## src/rtl/disp8080_wr.sv

```systemverilog
module disp8080_wr #(
  parameter int BUS_W   = 16,
  parameter int CMD_W   = 32,
  parameter int PRE_MAX = 8,
  parameter int DUM_W   = 4,
  localparam int PRE_W  = $clog2(PRE_MAX + 1),
  localparam int CWW    = $clog2(CMD_W + 1)
) (
  input  logic             clk,
  input  logic             rst_n,
  input  logic [PRE_W-1:0] cfg_prescale,
  input  logic             cfg_wr_idle_hi,
  input  logic             cfg_sample_fall,
  input  logic             cfg_dc_idle,
  input  logic             cfg_dc_cmd,
  input  logic             cfg_dc_dummy,
  input  logic             cfg_dc_data,
  input  logic             cfg_bit_rev,
  input  logic             cfg_byte_swap,
  input  logic             start,
  input  logic [CMD_W-1:0] cmd_value,
  input  logic [CWW-1:0]   cmd_width,
  input  logic [DUM_W-1:0] dummy_beats,
  input  logic             has_data,
  input  logic [BUS_W-1:0] s_data,
  input  logic             s_valid,
  input  logic             s_last,
  output logic             s_ready,
  output logic [BUS_W-1:0] lcd_data,
  output logic             lcd_wr,
  output logic             lcd_dc,
  output logic             lcd_cs_n,
  output logic             busy,
  output logic             done,
  output logic             start_rej
);

  localparam int CNT_W = PRE_W + 1;
  localparam int NCMD  = CMD_W / BUS_W;
  localparam int NCW   = $clog2(NCMD + 1);
  localparam int LW    = (DUM_W > NCW) ? DUM_W : NCW;

  typedef enum logic [2:0] {ST_IDLE, ST_CMD, ST_DUM, ST_DAT, ST_FIN} st_t;

  st_t              st, t_st, after_st, first_st;
  logic             beat_on, last_q, dat_q;
  logic [CNT_W-1:0] cnt;
  logic [LW-1:0]    left, t_left, n_cmd, first_left;
  logic [DUM_W-1:0] dum_q;
  logic [CMD_W-1:0] cmd_sh, cmd_aligned;
  logic [BUS_W-1:0] bus_q, sw_d, rv_d, fmt_d, word;
  logic [CWW:0]     ncmd_sum;

  wire start_ok = (cfg_prescale != '0) && (cfg_prescale <= PRE_W'(PRE_MAX))
                  && (cmd_width <= CWW'(CMD_W));
  wire in_phase = (st == ST_CMD) || (st == ST_DUM) || (st == ST_DAT);
  wire [CNT_W-1:0] beat_last = {cfg_prescale, 1'b0} - CNT_W'(1);
  wire at_bound = in_phase && (!beat_on || (cnt == beat_last));
  wire ph_over  = beat_on && ((st == ST_DAT) ? last_q : (left == LW'(1)));
  wire go = at_bound && ((t_st == ST_CMD) || (t_st == ST_DUM) || ((t_st == ST_DAT) && s_valid));

  assign ncmd_sum = {1'b0, cmd_width} + (CWW+1)'(BUS_W - 1);
  assign n_cmd    = LW'(ncmd_sum / (CWW+1)'(BUS_W));

  always_comb begin
    cmd_aligned = (cmd_value & ~({CMD_W{1'b1}} << cmd_width))
                  << (CMD_W - int'(n_cmd) * BUS_W);
    if (n_cmd != '0)             first_st = ST_CMD;
    else if (dummy_beats != '0)  first_st = ST_DUM;
    else if (has_data)           first_st = ST_DAT;
    else                         first_st = ST_FIN;
    first_left = (n_cmd != '0) ? n_cmd : LW'(dummy_beats);
  end

  always_comb begin
    case (st)
      ST_CMD:  after_st = (dum_q != '0) ? ST_DUM : (dat_q ? ST_DAT : ST_FIN);
      ST_DUM:  after_st = dat_q ? ST_DAT : ST_FIN;
      default: after_st = ST_FIN;
    endcase
    t_st = ph_over ? after_st : st;
    if (!ph_over)               t_left = beat_on ? left - LW'(1) : left;
    else if (after_st == ST_DUM) t_left = LW'(dum_q);
    else                         t_left = '0;
  end

  generate
    if (BUS_W >= 16) begin : g_swap
      for (genvar k = 0; k < BUS_W / 16; k++) begin : g_lane
        assign sw_d[16*k +: 8]   = cfg_byte_swap ? s_data[16*k+8 +: 8] : s_data[16*k +: 8];
        assign sw_d[16*k+8 +: 8] = cfg_byte_swap ? s_data[16*k +: 8]   : s_data[16*k+8 +: 8];
      end
      if (BUS_W % 16 != 0) begin : g_tail
        assign sw_d[BUS_W-1 : (BUS_W/16)*16] = s_data[BUS_W-1 : (BUS_W/16)*16];
      end
    end else begin : g_noswap
      assign sw_d = s_data;
    end
    for (genvar i = 0; i < BUS_W; i++) begin : g_rev
      assign rv_d[i] = sw_d[BUS_W-1-i];
    end
  endgenerate

  assign fmt_d = cfg_bit_rev ? rv_d : sw_d;

  always_comb begin
    case (t_st)
      ST_CMD:  word = cmd_sh[CMD_W-1 -: BUS_W];
      ST_DAT:  word = fmt_d;
      default: word = '0;
    endcase
  end

  always_ff @(posedge clk) begin
    if (!rst_n) begin
      st      <= ST_IDLE;
      beat_on <= 1'b0;
      cnt     <= '0;
      left    <= '0;
      last_q  <= 1'b0;
      dat_q   <= 1'b0;
      dum_q   <= '0;
      cmd_sh  <= '0;
      bus_q   <= '0;
    end else begin
      case (st)
        ST_IDLE: if (start && start_ok) begin
          st      <= first_st;
          left    <= first_left;
          dum_q   <= dummy_beats;
          dat_q   <= has_data;
          cmd_sh  <= cmd_aligned;
          beat_on <= 1'b0;
        end
        ST_FIN: st <= ST_IDLE;
        default: begin
          if (at_bound) begin
            st   <= t_st;
            left <= t_left;
            if (go) begin
              beat_on <= 1'b1;
              cnt     <= '0;
              bus_q   <= word;
              if (t_st == ST_CMD) cmd_sh <= cmd_sh << BUS_W;
              if (t_st == ST_DAT) last_q <= s_last;
            end else begin
              beat_on <= 1'b0;
            end
          end else begin
            cnt <= cnt + CNT_W'(1);
          end
        end
      endcase
    end
  end

  assign s_ready   = at_bound && (t_st == ST_DAT);
  assign lcd_data  = bus_q;
  assign lcd_cs_n  = !in_phase;
  assign lcd_wr    = !in_phase ? cfg_wr_idle_hi :
                     (beat_on && (cnt >= {1'b0, cfg_prescale})) ? !cfg_sample_fall : cfg_sample_fall;
  assign lcd_dc    = (st == ST_CMD) ? cfg_dc_cmd :
                     (st == ST_DUM) ? cfg_dc_dummy :
                     (st == ST_DAT) ? cfg_dc_data : cfg_dc_idle;
  assign busy      = (st != ST_IDLE);
  assign done      = (st == ST_FIN);
  assign start_rej = (st == ST_IDLE) && start && !start_ok;

endmodule


```

## config.mk

```make
export PLATFORM = sky130hd
export DESIGN_NAME = disp8080_wr
export DESIGN_NICKNAME = d
export VERILOG_FILES = /design/src/rtl/disp8080_wr.sv
export SDC_FILE = /design/constraint.sdc
export NUM_CORES = 1
export LEC_CHECK = 0
export BUFFER_PORTS_ARGS = -buffer_cell sky130_fd_sc_hd__buf_2
export CELL_PAD_IN_SITES_DETAIL_PLACEMENT = 0
export CELL_PAD_IN_SITES_GLOBAL_PLACEMENT = 1
export CORE_MARGIN = 4
export CORE_UTILIZATION = 40
export DETAILED_ROUTE_END_ITERATION = 7
export PLACE_DENSITY_LB_ADDON = 0.1
export RECOVER_POWER = 50
export SYNTH_ARGS = -nofsm -noshare
export SYNTH_HDL_FRONTEND = slang
export SYNTH_SLANG_ARGS = --single-unit
```

## constraint.sdc

```tcl
create_clock -name clk -period 8.2 [get_ports clk]
set_input_delay 1.64 -clock clk [delete_from_list [all_inputs] [get_ports clk]]
set_output_delay 1.64 -clock clk [all_outputs]
set_load 0.02 [all_outputs]
```

==> flow_summary_export.csv <==
group,metric,value,unit
critical_path,path_class,"in2out",
placement,gp_congestion,0.898,
clock_tree,holdBufCountCts,0,
placement,dpl.hpwl,9630,µm
layout,antenna-diode-count,0,
power,combPwrFrac,31.2,%
sta,final-hold-violation-count,0,
logic_synthesis,synth_enable_flop_cells,0,
routing,drcViolationCount,0,
clock_tree,cts-root-buf,"clkbuf_8",
clock_tree,cts.repair.resized,0,
critical_path,worstPathCellList,"clkbuf_1, inv_1, ha_1, xnor2_1, xnor2_1, o31a_1, nor4_1, buf_2",
floorplan,die_area,12800,µm²
critical_path,cp_top_family,"buffers and inverters",
routing,drt-total-wl,13100,µm
logic_synthesis,synth_most_common_cell,"dfxtp_1",
outcome,status,"complete, but fails checks",
power,switching_share,35.3,%
power,p_leak,2.06,nW
layout,nets,669,
logic_synthesis,yosys_warnings,0,
power,vdd_drop_max,0.119,mV
floorplan,die_h,113,µm
logic_synthesis,yosysSeqAreaShare,30.4,%
grt,overflow,0,
logic_synthesis,syn_avg_cell_area,8.56,µm²
logic_synthesis,async_flop_share,0,%
grt,antenna_found_initial,0,
sta,worstMarginPinSlew,1600,ps
critical_path,arrival,3460,ps
placement,dp_slack,3120,ps
logic_synthesis,ys_ff_latch,67,
placement,dp_cells,712,
placement,io_buffers,98,
floorplan,core,10800,µm²
clock_tree,cts_tree,"built",
logic_synthesis,synth_top_area_share,30.4,%
grt,grt_pass1_vias,4217,
floorplan,initial_utilization,40.8,%
clock_tree,post_cts_buffers,0,
grt,grt_max_degree,49,
grt,grt_usage,20.4,%
sta,fin_tns_setup,0,ps
power,p_seq_share,38.1,%
routing,drt_iter0_drc,259,
critical_path,slowest_delay,440,ps
routing,vias,4268,
grt,grt_pass1_wl,21000,µm
sta,fin_worst_skew,9.50,ps
sta,drv_slew,37,
floorplan,ioPinCount,99,
floorplan,die_w,113,µm
critical_path,critical_path.max_fanout,9,
sta,finalCriticalPeriod,5100,ps
critical_path,critPathBufInv,3,
logic_synthesis,synth_nets,602,
hold_path,min_path_type,"reg2reg",
clock_tree,clockBufferDepth,2,
layout,final_cells,727,
routing,vias_per_cell,5.87,
layout,syn2layout_area_growth,15.1,%
logic_synthesis,synth_area_leaders,"dfxtp_1, mux4_2, nand2_1",
layout,post-route-util,46.9,%
sta,finalWorstSetupSlack,3100,ps
outcome,violations,"max-capacitance violations, max-slew violations",
routing,wl_per_cell,18.1,µm
layout,n_fill_cell,1094,
clock_tree,clk_pin_slew_worst_paths,70,ps
sta,fmax,196,MHz
power,p_clk_share,30.7,%
clock_tree,cts_max_level,3,
sta,setup_viol,0,
logic_synthesis,ys_types,65,
floorplan,std_cell_rows,38,
sta,slew-limit-headroom,-6.92,%
power,power.internal,0.653,mW
critical_path,critPathLaunchType,"input pin",
logic_synthesis,synth_top_area_cell,"dfxtp_1",
logic_synthesis,dominantRegCellSynth,"dfxtp_1",
clock_tree,clock_latency,350,ps
clock_tree,cts.sinks,67,
routing,ant_nets,0,
clock_tree,cts_buffers,9,
power,p_per_area,198,nW/µm²
power,p_switching,0.356,mW
sta,period_share,62.2,%
critical_path,cpMaxStageDelayCell,"nor4_1",
logic_synthesis,synthTopCellsByCount,"dfxtp_1, nand2_1, a21oi_1",
logic_synthesis,netlist_area,4420,µm²
critical_path,timing.critical_path.mode_cell,"xnor2_1",
flow_run,drv_cap,1,
power,report.power.total,1.01,mW
sta,rsz0062_at_grt,"false",
layout,drive_above_1_share,20.6,%
critical_path,setup.worst_path.end_class,"output port",
logic_synthesis,syn_inst,516,
critical_path,worstPathRequired,6560,ps
routing,firstDrtPassIters,4,
## layout make-up
class / count / area, µm² / share of cell area (%)
sequential: 67 / 1340 / 26.4
timing repair buffer: 100 / 477 / 9.37
tap: 140 / 175 / 3.44
inverter: 19 / 71.3 / 1.40
clock inverter: 4 / 75.1 / 1.48
clock buffer: 11 / 141 / 2.78
multi-input combinational: 386 / 2810 / 55.2
## per-layer routing
layer	wire [µm]	up-vias	track usage (%)	part of all wire (%)
met5	0	-	0	0
met4	84	0	4.01	0.64
met3	682	6	4.44	5.2
met2	6830	111	36.3	52
met1	5530	2060	25.4	42
li1	-	2091	-	-
## power by group through the flow
stage / Clock [mW] / Combinational [mW] / Sequential [mW]
after global placement: 0 / 0.312 / 0.392
final: 0.310 / 0.315 / 0.385
after global routing: 0.329 / 0.347 / 0.389
after floorplan: 0 / 0.322 / 0.381
after detailed placement: 0 / 0.316 / 0.393
after CTS: 0.319 / 0.317 / 0.385
## sequential cells by signal, summed over array words and instances, names as in the netlist
signal,count
dat_q,1
beat_on,1
lcd_data,16
last_q,1
cnt,5
st,3
cmd_sh,32
left,4
dum_q,4
## per-stage QoR
step	hold WS, ps	area (µm²)
CTS	468	5110
finish	464	5090
detailed placement	451	4900
global placement	445	4900
global route	487	5090
floorplan	435	4420
## worst paths after layout
kind | slack (ps) | endpoint | from | cells past startpoint
worst min register to register | 460 | cmd_sh[15]$_SDFFE_PN0P_ | cmd_sh[15]$_SDFFE_PN0P_ | 2
worst max register to register | 4930 | cnt[3]$_SDFFE_PN0P_ | st[0]$_SDFFE_PN0P_ | 6
worst min-delay path | 460 | cmd_sh[15]$_SDFFE_PN0P_ | cmd_sh[15]$_SDFFE_PN0P_ | 2
worst max-delay path | 3100 | s_ready | cfg_prescale[0] | 8
## worst reg2reg max path, delay by kind of cell, from the launching register on
kind | cells | cell delay [ps]
and+or+nand+nor | 3 | 1590
AOI/OAI and AO/OA | 3 | 1080
DFF | 1 | 540
## placed cells by master, fill, tap and decap left out, drive strengths merged, types with 5 or more instances in the layout
| master | instances |
|---|---|
| inv | 18 |
| nor2b | 9 |
| o21ai | 21 |
| nand2 | 60 |
| dfxtp | 67 |
| nor3 | 9 |
| a21o | 5 |
| o2111ai | 9 |
| o211a | 11 |
| nand3b | 10 |
| and2 | 9 |
| xnor2 | 10 |
| o2bb2ai | 16 |
| nand4 | 5 |
| o21a | 5 |
| o22ai | 17 |
| buf | 77 |
| a21oi | 43 |
| a211oi | 5 |
| o211ai | 14 |
| and3 | 23 |
| clkbuf | 34 |
| nor2 | 10 |
| ha | 10 |
| mux4 | 16 |
| nand3 | 6 |
## kinds of logic after synthesis
| logic type | count (synthesis) | share of synthesized area [%] |
|---|---|---|
| AO/OA/AOI/OAI | 175 | 28.1 |
| XOR/XNOR | 13 | 2.75 |
| adder cells (fa/ha/maj) | 10 | 2.83 |
| buffers and inverters | 63 | 6.17 |
| flip-flops | 67 | 30.4 |
| multiplexers | 22 | 9.57 |
| AND/OR/NAND/NOR | 166 | 20.2 |
No activity file was read; power rests on OpenSTA's default activity.
